`src/rtl/sramc_pkg.sv`:
```
package sramc_pkg;

  typedef enum logic [2:0] {
    PH_IDLE, PH_WSET, PH_WPUL, PH_WREC, PH_READ, PH_DONE
  } phase_e;

  // whole cycles covering t_ns, at least one
  function automatic int ns_to_cyc(input int t_ns, input int clk_ns);
    int n;
    n = (t_ns + clk_ns - 1) / clk_ns;
    return (n < 1) ? 1 : n;
  endfunction

  function automatic int imax(input int a, input int b);
    return (a > b) ? a : b;
  endfunction

endpackage

```
`src/rtl/sramc_timer.sv`:
```
module sramc_timer #(
  parameter int CW = 4
) (
  input  logic          clk,
  input  logic          rst_n,
  input  logic          load,
  input  logic [CW-1:0] load_val,
  output logic          last
);
  logic [CW-1:0] cnt;

  always_ff @(posedge clk or negedge rst_n) begin
    if (!rst_n)          cnt <= '0;
    else if (load)       cnt <= load_val;
    else if (cnt != '0)  cnt <= cnt - 1'b1;
  end

  assign last = (cnt == CW'(1));
endmodule

```
`src/rtl/sramc_seq.sv`:
```
module sramc_seq
  import sramc_pkg::*;
#(
  parameter int CW    = 4,
  parameter int N_HZ  = 3,
  parameter int N_PWE = 5,
  parameter int N_REC = 1,
  parameter int N_RD  = 7
) (
  input  logic          clk,
  input  logic          rst_n,
  input  logic          req,
  input  logic          req_we,
  input  logic          last,
  output phase_e        phase,
  output logic          load,
  output logic [CW-1:0] load_val,
  output logic          accept,
  output logic          cap
);
  phase_e nxt;

  always_comb begin
    nxt      = phase;
    load     = 1'b0;
    load_val = '0;
    case (phase)
      PH_IDLE: if (req) begin
        load = 1'b1;
        if (req_we) begin nxt = PH_WSET; load_val = CW'(N_HZ); end
        else        begin nxt = PH_READ; load_val = CW'(N_RD); end
      end
      PH_WSET: if (last) begin nxt = PH_WPUL; load = 1'b1; load_val = CW'(N_PWE); end
      PH_WPUL: if (last) begin nxt = PH_WREC; load = 1'b1; load_val = CW'(N_REC); end
      PH_WREC: if (last) nxt = PH_DONE;
      PH_READ: if (last) nxt = PH_DONE;
      PH_DONE: nxt = PH_IDLE;
      default: nxt = PH_IDLE;
    endcase
  end

  always_ff @(posedge clk or negedge rst_n) begin
    if (!rst_n) phase <= PH_IDLE;
    else        phase <= nxt;
  end

  assign accept = (phase == PH_IDLE) && req;
  assign cap    = (phase == PH_READ) && last;
endmodule

```
`src/rtl/sramc_lanes.sv`:
```
module sramc_lanes #(
  parameter int AW    = 16,
  parameter int DW    = 16,
  parameter int LANES = 2
) (
  input  logic             clk,
  input  logic             rst_n,
  input  logic             accept,
  input  logic             cap,
  input  logic [AW-1:0]    req_addr,
  input  logic [DW-1:0]    req_wdata,
  input  logic [LANES-1:0] req_be,
  input  logic [DW-1:0]    mem_dq_i,
  output logic [AW-1:0]    lat_addr,
  output logic [DW-1:0]    lat_wdata,
  output logic [LANES-1:0] lat_be,
  output logic [DW-1:0]    rsp_rdata
);
  localparam int LW = DW / LANES;

  always_ff @(posedge clk or negedge rst_n) begin
    if (!rst_n) begin
      lat_addr  <= '0;
      lat_wdata <= '0;
      lat_be    <= '0;
    end else if (accept) begin
      lat_addr  <= req_addr;
      lat_wdata <= req_wdata;
      lat_be    <= req_be;
    end
  end

  for (genvar g = 0; g < LANES; g++) begin : g_lane
    always_ff @(posedge clk or negedge rst_n) begin
      if (!rst_n)   rsp_rdata[g*LW +: LW] <= '0;
      else if (cap) rsp_rdata[g*LW +: LW] <= lat_be[g] ? mem_dq_i[g*LW +: LW] : '0;
    end
  end
endmodule

```
`src/rtl/sram_async_ctl.sv`:
```
module sram_async_ctl
  import sramc_pkg::*;
#(
  parameter int AW       = 16,
  parameter int DW       = 16,
  parameter int LANES    = 2,
  parameter int CLK_NS   = 8,
  parameter int T_WC_NS  = 55,
  parameter int T_PWE_NS = 40,
  parameter int T_SCE_NS = 40,
  parameter int T_SD_NS  = 25,
  parameter int T_HZ_NS  = 20,
  parameter int T_RC_NS  = 55,
  parameter int T_AA_NS  = 55,
  parameter int T_OE_NS  = 25
) (
  input  logic             clk,
  input  logic             rst_n,
  input  logic             req,
  input  logic             req_we,
  input  logic [AW-1:0]    req_addr,
  input  logic [DW-1:0]    req_wdata,
  input  logic [LANES-1:0] req_be,
  output logic             ack,
  output logic [DW-1:0]    rsp_rdata,
  output logic [AW-1:0]    mem_addr,
  output logic             mem_ce_n,
  output logic             mem_oe_n,
  output logic             mem_we_n,
  output logic [LANES-1:0] mem_be_n,
  output logic [DW-1:0]    mem_dq_o,
  output logic             mem_dq_oe,
  input  logic [DW-1:0]    mem_dq_i
);
  localparam int N_HZ  = ns_to_cyc(T_HZ_NS, CLK_NS);
  localparam int N_PWE = imax(imax(ns_to_cyc(T_PWE_NS, CLK_NS), ns_to_cyc(T_SCE_NS, CLK_NS)),
                              ns_to_cyc(T_SD_NS, CLK_NS));
  localparam int N_WC  = ns_to_cyc(T_WC_NS, CLK_NS);
  localparam int N_REC = imax(1, N_WC - N_HZ - N_PWE);
  localparam int N_RD  = imax(imax(ns_to_cyc(T_RC_NS, CLK_NS), ns_to_cyc(T_AA_NS, CLK_NS)),
                              ns_to_cyc(T_OE_NS, CLK_NS));
  localparam int N_MAX = imax(imax(N_HZ, N_PWE), imax(N_REC, N_RD));
  localparam int CW    = $clog2(N_MAX + 1);

  phase_e           phase;
  logic             load, last, accept, cap, in_access;
  logic [CW-1:0]    load_val;
  logic [LANES-1:0] lat_be;
  logic [DW-1:0]    lat_wdata;

  sramc_timer #(.CW(CW)) u_timer (
    .clk(clk), .rst_n(rst_n), .load(load), .load_val(load_val), .last(last)
  );

  sramc_seq #(.CW(CW), .N_HZ(N_HZ), .N_PWE(N_PWE), .N_REC(N_REC), .N_RD(N_RD)) u_seq (
    .clk(clk), .rst_n(rst_n), .req(req), .req_we(req_we), .last(last),
    .phase(phase), .load(load), .load_val(load_val), .accept(accept), .cap(cap)
  );

  sramc_lanes #(.AW(AW), .DW(DW), .LANES(LANES)) u_lanes (
    .clk(clk), .rst_n(rst_n), .accept(accept), .cap(cap),
    .req_addr(req_addr), .req_wdata(req_wdata), .req_be(req_be), .mem_dq_i(mem_dq_i),
    .lat_addr(mem_addr), .lat_wdata(lat_wdata), .lat_be(lat_be), .rsp_rdata(rsp_rdata)
  );

  assign in_access = (phase == PH_WSET) || (phase == PH_WPUL) ||
                     (phase == PH_WREC) || (phase == PH_READ);
  assign mem_ce_n  = !in_access;
  assign mem_oe_n  = (phase != PH_READ);
  assign mem_we_n  = (phase != PH_WPUL);
  assign mem_be_n  = in_access ? ~lat_be : '1;
  assign mem_dq_oe = (phase == PH_WPUL);
  assign mem_dq_o  = lat_wdata;
  assign ack       = (phase == PH_DONE);
endmodule

```
`config.mk`:
```
export PLATFORM = sky130hd
export DESIGN_NAME = sram_async_ctl
export DESIGN_NICKNAME = d
export VERILOG_FILES = /design/src/rtl/sramc_pkg.sv /design/src/rtl/sramc_timer.sv /design/src/rtl/sramc_seq.sv /design/src/rtl/sramc_lanes.sv /design/src/rtl/sram_async_ctl.sv
export SDC_FILE = /design/constraint.sdc
export NUM_CORES = 1
export LEC_CHECK = 0
export BUFFER_PORTS_ARGS = -buffer_cell sky130_fd_sc_hd__clkbuf_2
export CELL_PAD_IN_SITES_DETAIL_PLACEMENT = 1
export CELL_PAD_IN_SITES_GLOBAL_PLACEMENT = 1
export CORE_MARGIN = 3
export CORE_UTILIZATION = 33
export DETAILED_ROUTE_END_ITERATION = 10
export GPL_ROUTABILITY_DRIVEN = 0
export PLACE_DENSITY = 0.73
export SLEW_MARGIN = 30
export SYNTH_ARGS = -nofsm -noshare
export SYNTH_HDL_FRONTEND = slang
export SYNTH_HIERARCHICAL = 1
export SYNTH_SLANG_ARGS = --single-unit
```
`constraint.sdc`:
```
create_clock -name clk -period 1.49 [get_ports clk]
set_input_delay 0.149 -clock clk [delete_from_list [all_inputs] [get_ports clk]]
set_output_delay 0.149 -clock clk [all_outputs]
set_load 0.01 [all_outputs]
```
==> summary.md <==
| Metric | Value |
|---|---|
| Design area | 0.00393 sq mm |
| IO Pins | approximately 110 |
| Vias | 2058 |
| CTS Root Cell | clkbuf_8 |
| Fin crit share | 111% |
| # diodes | 0 |
| Die X | about 94 microns |
| I/O Buffers | 108 |
| Outcome | finished with violations |
| Layout area overhead | 53.9% |
| DRT Pass-1 Iters | 4 |
| Worst stage delay on the critical path | between 0.4 and 0.5 ns |
| P_int | between 5 and 6 mW |
| Top layer used by detailed routing | met4 |
| Die area | 0.00882 sq mm |
| Min Tclk post-route | 1.65 ns |
| RSZ-0062 raised after global routing | true |
| Gr ovfl total | 0 |
| Initial antenna violation count | 0 |
| Pin count of the biggest net entering global routing | 57 |
| Setup crit start kind | flop |
| All-Layer GR Usage | roughly 15% |
| Vias in the first global route | around 2200 |
| Critical Path RT | around 1.3 ns |
| FF+latch count, synth | 56 |
| Clk_lat worst skew | about 0.31 ns |
| # setup viols final | 60 |
| Initial DRC count | 42 |
| Yosys warnings | 6 |
| LEAKAGE | just under 2 nW |
| Synth Cell Area | around 0.0026 sq mm |
| Max-cap viol count | 0 |
| Die Ht | between 90 and 100 microns |
| Critical setup path kind | flop to output port |
| Final hold slack | just under 0.07 ns |
| Final Hold Fails | 0 |
| Worst-path clk slew | 0.11 ns |
| Crit end category | output port |
| Mean area per synthesized cell | about 13 sq um |
| Final cell count without fillers | 450 |
| Combinational group share of total power | around 57% |
| Num CTS Buffers | 5 |
| Fraction of layout cells with a size suffix above 1 | about two thirds |
| Power Density | around 2200 mW/mm^2 |
| Cells after Synth | 200 |
| Post-synthesis sequential area ratio | between 50% and 60% |
| HP Class | input pin to flop |
| Slack of the critical path | -0.165 ns |
| Maximum vdd drop | ~0.74 mV |
| EDFF count, synth | 0 |
| Filler instances | ~810 |
| Post-synth cell types | 32 |
| Switch Pwr | between 3 and 4 mW |
| Num rows | 31 |
| Drt total wl | between 7000 and 8000 microns |
| Max Clock Skew | approximately 0.014 ns |
| DR WL/cell | roughly 16 microns |
| Slowest cell on crit path | dfrtp_2 |
| Hold Path Origin | mem_dq_i[1] |
| CTS max path bufs | 2 |
| Worst Max-Slew Pin Slew | roughly 0.43 ns |
| Peak Freq | about 600 MHz |
| Clk pwr share | about 11% |
| Post-DR vias/cell | about 4.6 |
| Met2 routed WL | 3660 microns |
| Total power | roughly 8.8 mW |
| # DRC | 0 |
| CORE AREA | 0.00737 sq mm |
| CTS tree | built |
| Max_slew headroom | between 70 and 80% |
| Nets | roughly 410 |
| Sw Share | a little over a third |
| WL met3 | between 400 and 500 microns |
| WP data arrival | 1.51 ns |
| Met1 WL | approximately 3000 microns |
| Placed Cells | approximately 420 |
| Syn Nets | about 260 |
| Starting Density | 34.6% |
| # H-tree levels | 2 |
| Post-route ant nets | 0 |
| HPWL Detailed | about 4700 microns |
| Pre-CTS setup slack | -0.0921 ns |
| Post-synth ARST share | between 90% and 100% |
| Slew Viols, Final | 0 |
| First-pass GRT wire length | roughly 11000 microns |
| CP Max Fanout | 4 |
| Synth Flop Type | dfrtp_1 |
| Sequential power share | roughly a third |
| R2R Path Start | u_seq/phase[1] |
| CP startpoint | u_seq/phase[0] |
| TritonCTS Sinks | 56 |
| Placed cell areas | 0.00332 sq mm |
| Failing checks | setup timing |
| Critical-path cell list | buf_6, or3_4, nand3_2, buf_8 |
## what timing repair did
action                                  4_1_cts  5_1_grt
pin swaps                                     7       16
endpoints found under the setup margin       37       59
gates resized for setup                      39       54
endpoints found under the hold margin        56        0
gates cloned                                  3        2
buffers inserted                             10       13
hold buffers                                  1        0
## per-stage QoR
stage | setup TNS [ns] | util (%)
after CTS | -2.81 | 49.5
after detailed placement | -0.625 | 45.0
after floorplan | -1.09 | -
after global placement | -0.0967 | 45.0
after global routing | -9.95 | 53.3
final | -5.26 | 53.3
## final cells by class
class                      instances  area, sq um  area share, %
clock buffer                       6         72.6           1.85
clock inverter                     1         30.0          0.765
inverter                          21         78.8           2.01
multi-input combinational        112         1170           29.9
sequential                        56         1400           35.8
tap                               99          124           3.15
timing repair buffer             155         1040           26.6
## cell families after synthesis
logic type | share of synthesized area (%)
DFF | 54.9
and+or+nand+nor | 10.3
muxes | 19.8
buffers and inverters | 7.11
AOI/OAI and AO/OA | 5.69
adders and majority gates | 1.47
xor gates and xnor gates | 0.687
## power groups by stage
stage                     registers, mW  logic (mW)  clock network, mW
final                              2.84        4.97              0.971
after global routing               2.96        5.36               1.06
after CTS                          2.82        4.30               1.01
after detailed placement           2.87        3.74                  0
after global placement             2.84        3.67                  0
after floorplan                    3.05        2.11                  0
## Yosys cell counts, drive strengths merged (2+ instances only)
library cell | instances | area share, %
or3b | 2 | 0.69
nor4b | 2 | 0.69
nand3 | 18 | 3.5
inv | 21 | 3.1
nor2b | 4 | 0.98
nand2 | 7 | 1.0
ha | 3 | 1.5
xor2 | 2 | 0.69
clkbuf | 3 | 0.44
mux2 | 34 | 19
dfrtp | 56 | 55
nand2b | 2 | 0.49
a21oi | 2 | 0.39
buf | 8 | 3.6
o21ai | 19 | 3.7
nor2 | 4 | 0.59
## critical path, delay by kind of cell (launching register included)
kind / cells / cell delay (ns)
flops: 1 / 0.45
buf+inv: 2 / 0.24
simple gates: 2 / 0.50
## registers in the layout, summed over array words and instances (netlist names)
| register | count |
|---|---|
| u_lanes/lat_addr | 16 |
| u_lanes/lat_be | 2 |
| u_lanes/lat_wdata | 16 |
| u_lanes/rsp_rdata | 16 |
| u_seq/phase | 3 |
| u_timer/cnt | 3 |
## layout by cell type (no fill, tap or decap), drive strengths merged
cell	netlist	routed
bufinv	0	1
mux2i	1	1
a221oi	1	1
nand2b	2	2
nand3	18	18
a31oi	1	1
nor4b	2	2
nand4b	1	1
or3b	2	2
xor2	2	2
ha	3	3
or2b	1	1
buf	8	50
clkbuf	3	110
nor3	1	1
o21ai	19	19
and3b	1	1
o2bb2ai	1	1
a211oi	1	1
inv	21	21
nor2	4	4
a21oi	2	2
mux2	34	34
nor3b	1	1
a311oi	1	1
dfrtp	56	56
and2b	1	1
nand2	7	7
dlygate4sd3	0	1
or3	1	1
nor2b	4	4
## layer usage
layer / global-route usage, % / vias to the layer above
li1: - / 980
met1: 19.8 / 996
met2: 25.3 / 73
met3: 3.93 / 9
met4: 4.45 / 0
met5: 0 / -
## path summary, 6_finish.rpt
check	cells after the start	endpoint	slack [ns]
max in group asynchronous	3	u_seq/phase[0]	0.86
min in group asynchronous	3	u_lanes/rsp_rdata[10]	0.37
setup reg to reg	7	u_lanes/lat_be[1]	-0.16
hold reg to reg	1	u_lanes/lat_wdata[15]	0.52
hold / removal	3	u_lanes/rsp_rdata[1]	0.07
setup / recovery	4	mem_be_n[0]	-0.16
(Power assumes the default switching activity.)
